--- config.mk ---
export PLATFORM = sky130hd
export DESIGN_NAME = card_reset_gen
export DESIGN_NICKNAME = d
export VERILOG_FILES = /design/src/rtl/crst_pkg.sv /design/src/rtl/crst_sync.sv /design/src/rtl/crst_qual.sv /design/src/rtl/crst_timer.sv /design/src/rtl/card_reset_gen.sv
export SDC_FILE = /design/constraint.sdc
export NUM_CORES = 1
export LEC_CHECK = 0
export BUFFER_PORTS_ARGS = -buffer_cell sky130_fd_sc_hd__buf_2
export CORE_ASPECT_RATIO = 1.1
export CORE_MARGIN = 5
export CORE_UTILIZATION = 50
export CTS_CLUSTER_SIZE = 12
export DETAILED_ROUTE_END_ITERATION = 6
export GPL_ROUTABILITY_DRIVEN = 0
export PLACE_DENSITY = 0.82
export SLEW_MARGIN = 20
export SYNTH_ARGS = -nofsm -noshare
export SYNTH_HDL_FRONTEND = slang
export SYNTH_SLANG_ARGS = --single-unit
--- constraint.sdc ---
create_clock -name clk -period 2.1 [get_ports clk]
set_input_delay 0.315 -clock clk [delete_from_list [all_inputs] [get_ports clk]]
set_output_delay 0.315 -clock clk [all_outputs]
set_load 0.01 [all_outputs]
--- src/rtl/crst_pkg.sv ---
`timescale 1ns/1ps
package crst_pkg;

    // Number of samples a low level must last to exceed the window
    function automatic int qual_samples(input int clk_ps, input int win_ps);
        return (win_ps / clk_ps) + 1;
    endfunction

    // Registered output pair, one flop per polarity
    typedef struct packed {
        logic act;
        logic act_n;
    } crst_out_t;

endpackage

--- src/rtl/crst_sync.sv ---
`timescale 1ns/1ps
module crst_sync #(
    parameter int   STAGES  = 2,
    parameter logic RST_VAL = 1'b1
) (
    input  logic clk,
    input  logic rst_n,
    input  logic din,
    output logic dout
);
    logic [STAGES-1:0] chain_d, chain_q;

    generate
        if (STAGES == 1) begin : g_one
            always_comb chain_d = din;
        end else begin : g_many
            always_comb chain_d = {chain_q[STAGES-2:0], din};
        end
    endgenerate

    always_ff @(posedge clk or negedge rst_n) begin
        if (!rst_n) chain_q <= {STAGES{RST_VAL}};
        else        chain_q <= chain_d;
    end

    assign dout = chain_q[STAGES-1];
endmodule

--- src/rtl/crst_qual.sv ---
`timescale 1ns/1ps
module crst_qual #(
    parameter int QUAL_CYC = 5
) (
    input  logic clk,
    input  logic rst_n,
    input  logic low,
    output logic held,
    output logic hit
);
    localparam int QW = $clog2(QUAL_CYC + 1);
    localparam logic [QW-1:0] FULL = QW'(QUAL_CYC);
    localparam logic [QW-1:0] LAST = QW'(QUAL_CYC - 1);

    typedef struct packed {
        logic [QW-1:0] cnt;
    } qual_st_t;

    qual_st_t st_d, st_q;

    always_comb begin
        st_d = st_q;
        if (low) begin
            if (st_q.cnt != FULL) st_d.cnt = st_q.cnt + 1'b1;
        end else begin
            st_d.cnt = '0;
        end
    end

    always_ff @(posedge clk or negedge rst_n) begin
        if (!rst_n) st_q <= '0;
        else        st_q <= st_d;
    end

    assign held = (st_q.cnt == FULL);
    assign hit  = low && (st_q.cnt == LAST);
endmodule

--- src/rtl/crst_timer.sv ---
`timescale 1ns/1ps
module crst_timer #(
    parameter int MIN_CYC = 1000
) (
    input  logic clk,
    input  logic rst_n,
    input  logic load,
    output logic busy
);
    localparam int TW = $clog2(MIN_CYC + 1);
    localparam logic [TW-1:0] FULL = TW'(MIN_CYC);

    typedef struct packed {
        logic [TW-1:0] left;
    } tmr_st_t;

    tmr_st_t st_d, st_q;

    always_comb begin
        st_d = st_q;
        if (load)                 st_d.left = FULL;
        else if (st_q.left != '0) st_d.left = st_q.left - 1'b1;
    end

    always_ff @(posedge clk or negedge rst_n) begin
        if (!rst_n) st_q.left <= FULL;
        else        st_q <= st_d;
    end

    assign busy = (st_q.left != '0);
endmodule

--- src/rtl/card_reset_gen.sv ---
`timescale 1ns/1ps
module card_reset_gen
    import crst_pkg::*;
#(
    parameter int CLK_PS      = 10000,
    parameter int QUAL_PS     = 40000,
    parameter int SYNC_STAGES = 2,
    parameter int MIN_CYC     = 1000,
    parameter int NUM_MON     = 2
) (
    input  logic               clk,
    input  logic               rst_n,
    input  logic               host_rst_n,
    input  logic [NUM_MON-1:0] mon_ok,
    input  logic               pwr_en,
    input  logic               drv_off,
    output logic               card_rst_n,
    output logic               card_rst
);
    localparam int QUAL_CYC = qual_samples(CLK_PS, QUAL_PS);

    logic      host_s;
    logic      host_held;
    logic      host_hit;
    logic      power_bad;
    logic      tmr_busy;
    crst_out_t out_d, out_q;

    crst_sync #(.STAGES(SYNC_STAGES), .RST_VAL(1'b1)) i_sync (
        .clk  (clk),
        .rst_n(rst_n),
        .din  (host_rst_n),
        .dout (host_s)
    );

    crst_qual #(.QUAL_CYC(QUAL_CYC)) i_qual (
        .clk  (clk),
        .rst_n(rst_n),
        .low  (!host_s),
        .held (host_held),
        .hit  (host_hit)
    );

    assign power_bad = !pwr_en || drv_off || !(&mon_ok);

    crst_timer #(.MIN_CYC(MIN_CYC)) i_tmr (
        .clk  (clk),
        .rst_n(rst_n),
        .load (power_bad || host_hit),
        .busy (tmr_busy)
    );

    always_comb begin
        out_d       = out_q;
        out_d.act   = power_bad || host_held || tmr_busy;
        out_d.act_n = !(power_bad || host_held || tmr_busy);
    end

    always_ff @(posedge clk or negedge rst_n) begin
        if (!rst_n) begin
            out_q.act   <= 1'b1;
            out_q.act_n <= 1'b0;
        end else begin
            out_q <= out_d;
        end
    end

    assign card_rst   = out_q.act;
    assign card_rst_n = out_q.act_n;
endmodule

; ---- Word level (Yosys, flattened, before mapping)
; Index checks and enable logic that the tools add are counted.
; W data, S select, Z words.
[word_totals]
ff_bits = 17
word_cells = 28
out_inout_bits = 2
[op_classes]
muxes = 4
eq_ne = 3
reduce_logical = 14
addsub = 2
[op_table]
columns = operator, n
row1 = $mux W10, 2
row2 = $reduce_bool A10 Y1, 1
row3 = $sub A10 B1 Y10 const B, 1
row4 = $eq A3 B3 Y1 const B, 2
row5 = $mux W3, 2
row6 = $logic_or A1 B1 Y1, 5
row7 = $logic_not A1 Y1, 4
row8 = $reduce_bool A2 Y1, 2
row9 = $add A3 B1 Y3 const B, 1
row10 = $ne A3 B3 Y1 const B, 1
row11 = $reduce_and A2 Y1, 1
row12 = $logic_and A1 B1 Y1, 1

; ---- Depth between registers and ports, before layout
[depth]
depth_word = 6
depth_mapped = 8
mapped_depth_nobuf = 6

; ---- Hierarchy
; Synthesis repeated with hierarchy kept, for this count alone.
[hier_totals]
cells_unflattened = 83
area_unflattened_um2 = 890.9
[modules_own_cells]
columns = mod, area_each_um2, instances, cells_per_inst
row1 = crst_timer, 550.5, 1, 55
row2 = crst_qual, 191.4, 1, 19
row3 = card_reset_gen, 96.3, 1, 7
row4 = crst_sync, 52.6, 1, 2

; ---- Worst setup path after synthesis
; No wires, ideal clock.
[synth_timing]
kind = reg-to-reg
from = register i_tmr.st_q[0] (netlist name)
to = register i_tmr.st_q[5] (netlist name)
required_ns = 2.028
arrival_time_ns = 1.948
path_buffers = 2
slack_ns = 0.080
path_stages_with_launch = 9
setup_ns = 0.072
cell_sequence = dfrtp_1 inv_1 ha_1 or4b_1 buf_2 or3_1 buf_2 and4_4 o21ai_1
[synth_via]
elab_chain_cells = 3
[synth_lines]
columns = element, line_no
row1 = start: declaration, crst_timer.sv:17  ; tmr_st_t st_d, st_q;
row2 = start signal: assignment, crst_timer.sv:27  ; else st_q <= st_d;
row3 = $sub A10 B1 Y10, crst_timer.sv:22  ; else if (st_q.left != '0) st_d.left = st_q.left - 1'b1;
row4 = $mux W10, crst_timer.sv:22
row5 = $mux W10, crst_timer.sv:21  ; if (load) st_d.left = FULL;
; Several ways; a longest one is shown, not always the timed one. The select of a mux whose other input is x is not followed.
; A chain may end at the register's enable or synchronous reset.

; ---- Final worst setup path
; Same ends and word-level chain as after synthesis.

==> impl_results.md <==
* Fmax at 509 MHz
* N_diodes at 0
* Worst setup endpoint: i_tmr.st_q[5]
* Share of the synthesized area in the top cell type at 28.0%
* CTS Buf Count at 3
* Slack of the critical path at 0.134 ns
* Drt drc at 0
* Layout cells sized above 1 at 25.5%
* Post-DR wirelength/cell at 12.6 um
* Via Count at 637
* Setup TNS at 0 ns
* Distinct cells, synth at 28
* Die X-Extent at just under 50 um
* Final min period at 1.97 ns
* Multi-input logic area at 382 sq um
* Clock Tree Buf Depth at 2
* Detailed Route Iter0 Violations at 11
* Reg2Reg Setup Slack at 0.13 ns
* Pins over their slew limit at 0
* Syn_nets at 97
* Fillers at 141
* Post-layout utilization of the core at 59.4%
* Max Cap Viol at 0
* Max IR drop VDD at around 0.46 mV
* Synth warn at 0
* Synth area leaders: dfstp_2 (28%), dfrtp_1 (24%), ha_1 (5.9%), nor2_1 (4.0%), nand2_1 (3.6%)
* Clock Sink Count at 17
* Setup violations, final at 0
* Worst Setup Start Kind: register
* RSZ-0062 raised after global routing: no
* Htree depth at 1
* Yosys reg bits at 17
* Reg-to-Reg End: i_tmr.st_q[5]
* Worst Path Arrival at 2.19 ns
* Initial antenna violation count at 0
* Slew @ Worst Pin at about 0.44 ns
* Yosys top cell by area: dfstp_2
* Most frequent cells in the layout: nor2_1 (9), dfstp_2 (9), nand2_1 (8), dfrtp_1 (8), buf_2 (8)
* Post-synth design cell area at ~850 sq um
* Crit Path Max Fanout at 7
* Core area at 0.00160 sq mm
* WHS at 0.114 ns
* Routed Antenna Nets at 0
* Clock Skew at 0.00202 ns
* Clk slew on worst S/H paths at 0.10 ns
* HPWL after detailed placement at 1120 um
* Worst-Skew Late Latency at 0.29 ns
* Largest net degree at the start of global routing at 18
* Dpl ws at around 0.083 ns
* CTS root buf: clkbuf_4
* Final #Nets at 110
* DIE AREA at 0.00262 sq mm
* Slew HR at 70.5%
* Reg-to-Reg Start: i_tmr.st_q[0]
* Setup Fix Bufs, Post-CTS at 0
* Area growth syn-to-layout at 12.0%
* Total I/O pin count at 9
* Initial Util at 53.0%
* Syn_area_per_cell at 9.84 sq um
* Port bufs at 8
* Gr ovfl total at 0
* Post-Place Cells at 110
* Vias in the first global route at ~620
* CP required at 2.33 ns
* Status: finished, final reports clean
* First-pass GRT wire length at 2630 um
* Power Dens Cells at 601 mW/mm^2
* Fin. Hold Viols at 0
* Reg2Reg Depth at 6
* FF/Latch Area at roughly 440 sq um
* CP Class: register to register
* DR vias/cell at 5.54
* Die height at 53.1 um
* Post-synthesis sequential area ratio at 51.6%
* Final period utilization at 93.6%
* Hold WC Path Type: input pin to register
* Placed cell areas at 905 sq um
* WL final at approximately 1500 um
* CP startpoint: i_tmr.st_q[0]
* Std-Cell Rows at 15
* Drt pass-1 iters at 4
* Post-Syn Instances at 86
* Non-filler cells in the finished layout at 115
* Finished Cell Area at 947 sq um
* CP Capture Type: register
* Power, Total at 0.570 mW
* GRT Total Usage at between 10% and 20%
* CTS tree: yes
* Leakage power at 0.406 nW
logic make-up (layout without fill, tap and decap cells):
family                     count (synthesis)  after routing  share of synthesized area (%)
and+or+nand+nor                           40             40                           25.7
buffers and inverters                      8             20                           3.85
AOI/OAI and AO/OA                         14             14                           9.76
DFF                                       17             17                           51.6
adders and majority gates                  4              4                           5.92
xor gates and xnor gates                   3              3                           3.11
worst min path at each step:
stage               slack, ns  depth (start not counted)  startpoint                end
floorplan                0.02                          0       rst_n         card_rst_n
finish                   0.11                          1  host_rst_n  i_sync.chain_q[0]
global placement         0.24                          1       rst_n         card_rst_n
detailed placement       0.24                          1       rst_n         card_rst_n
CTS                      0.12                          1  host_rst_n  i_sync.chain_q[0]
global route              0.1                          1  host_rst_n  i_sync.chain_q[0]
per-layer routing:
layer | up-vias | routed length, um | share of wire, % | GRT usage, %
li1 | 323 | - | - | -
met1 | 298 | 711 | 49 | 17.4
met2 | 12 | 657 | 45 | 21.0
met3 | 4 | 63 | 4.3 | 2.54
met4 | 0 | 21 | 1.4 | 4.04
met5 | - | 0 | 0 | 0
Yosys cell counts (all sizes together):
library cell  number
dfstp              9
nor2               9
dfrtp              8
nand2              8
inv                6
a21oi              5
nand3              5
ha                 4
nor3               4
o21ai              4
or3                3
xnor2              3
a211oi             2
buf                2
nand2b             2
nand3b             2
a31oi              1
and2               1
and3               1
and4               1
and4b              1
nor4               1
o211ai             1
o311ai             1
or4                1
or4b               1
registers in the layout (all words and copies together), names as in the netlist:
register        cells
i_qual.st_q         3
i_tmr.st_q         10
i_sync.chain_q      2
card_rst            1
card_rst_n          1
layout make-up:
class	instances	area share [%]
multi-input combinational	61	40.3
timing repair buffer	10	6.08
tap	17	2.25
clock inverter	1	0.528
inverter	6	2.38
clock buffer	3	2.38
sequential	17	46.1
power by group:
group | internal [mW] | switching [mW]
Combinational | 0.0216 | 0.0263
Sequential | 0.340 | 0.00997
Clock | 0.0709 | 0.101
Total | 0.432 | 0.138
critical path, stage by stage, from the launching register on:
cell	delay, ns
dfrtp_1	0.40
inv_1	0.10
ha_1	0.21
or4b_1	0.47
or3_4	0.42
and4_4	0.19
o21ai_1	0.11
what timing repair did:
| item | in CTS | in global routing |
|---|---|---|
| hold buffers | 1 | 0 |
| hold endpoints to repair | 8 | 0 |
| gates resized for setup | 0 | 1 |
| endpoints found under the setup margin | 0 | 3 |
Power figures use the tool's default switching activity.
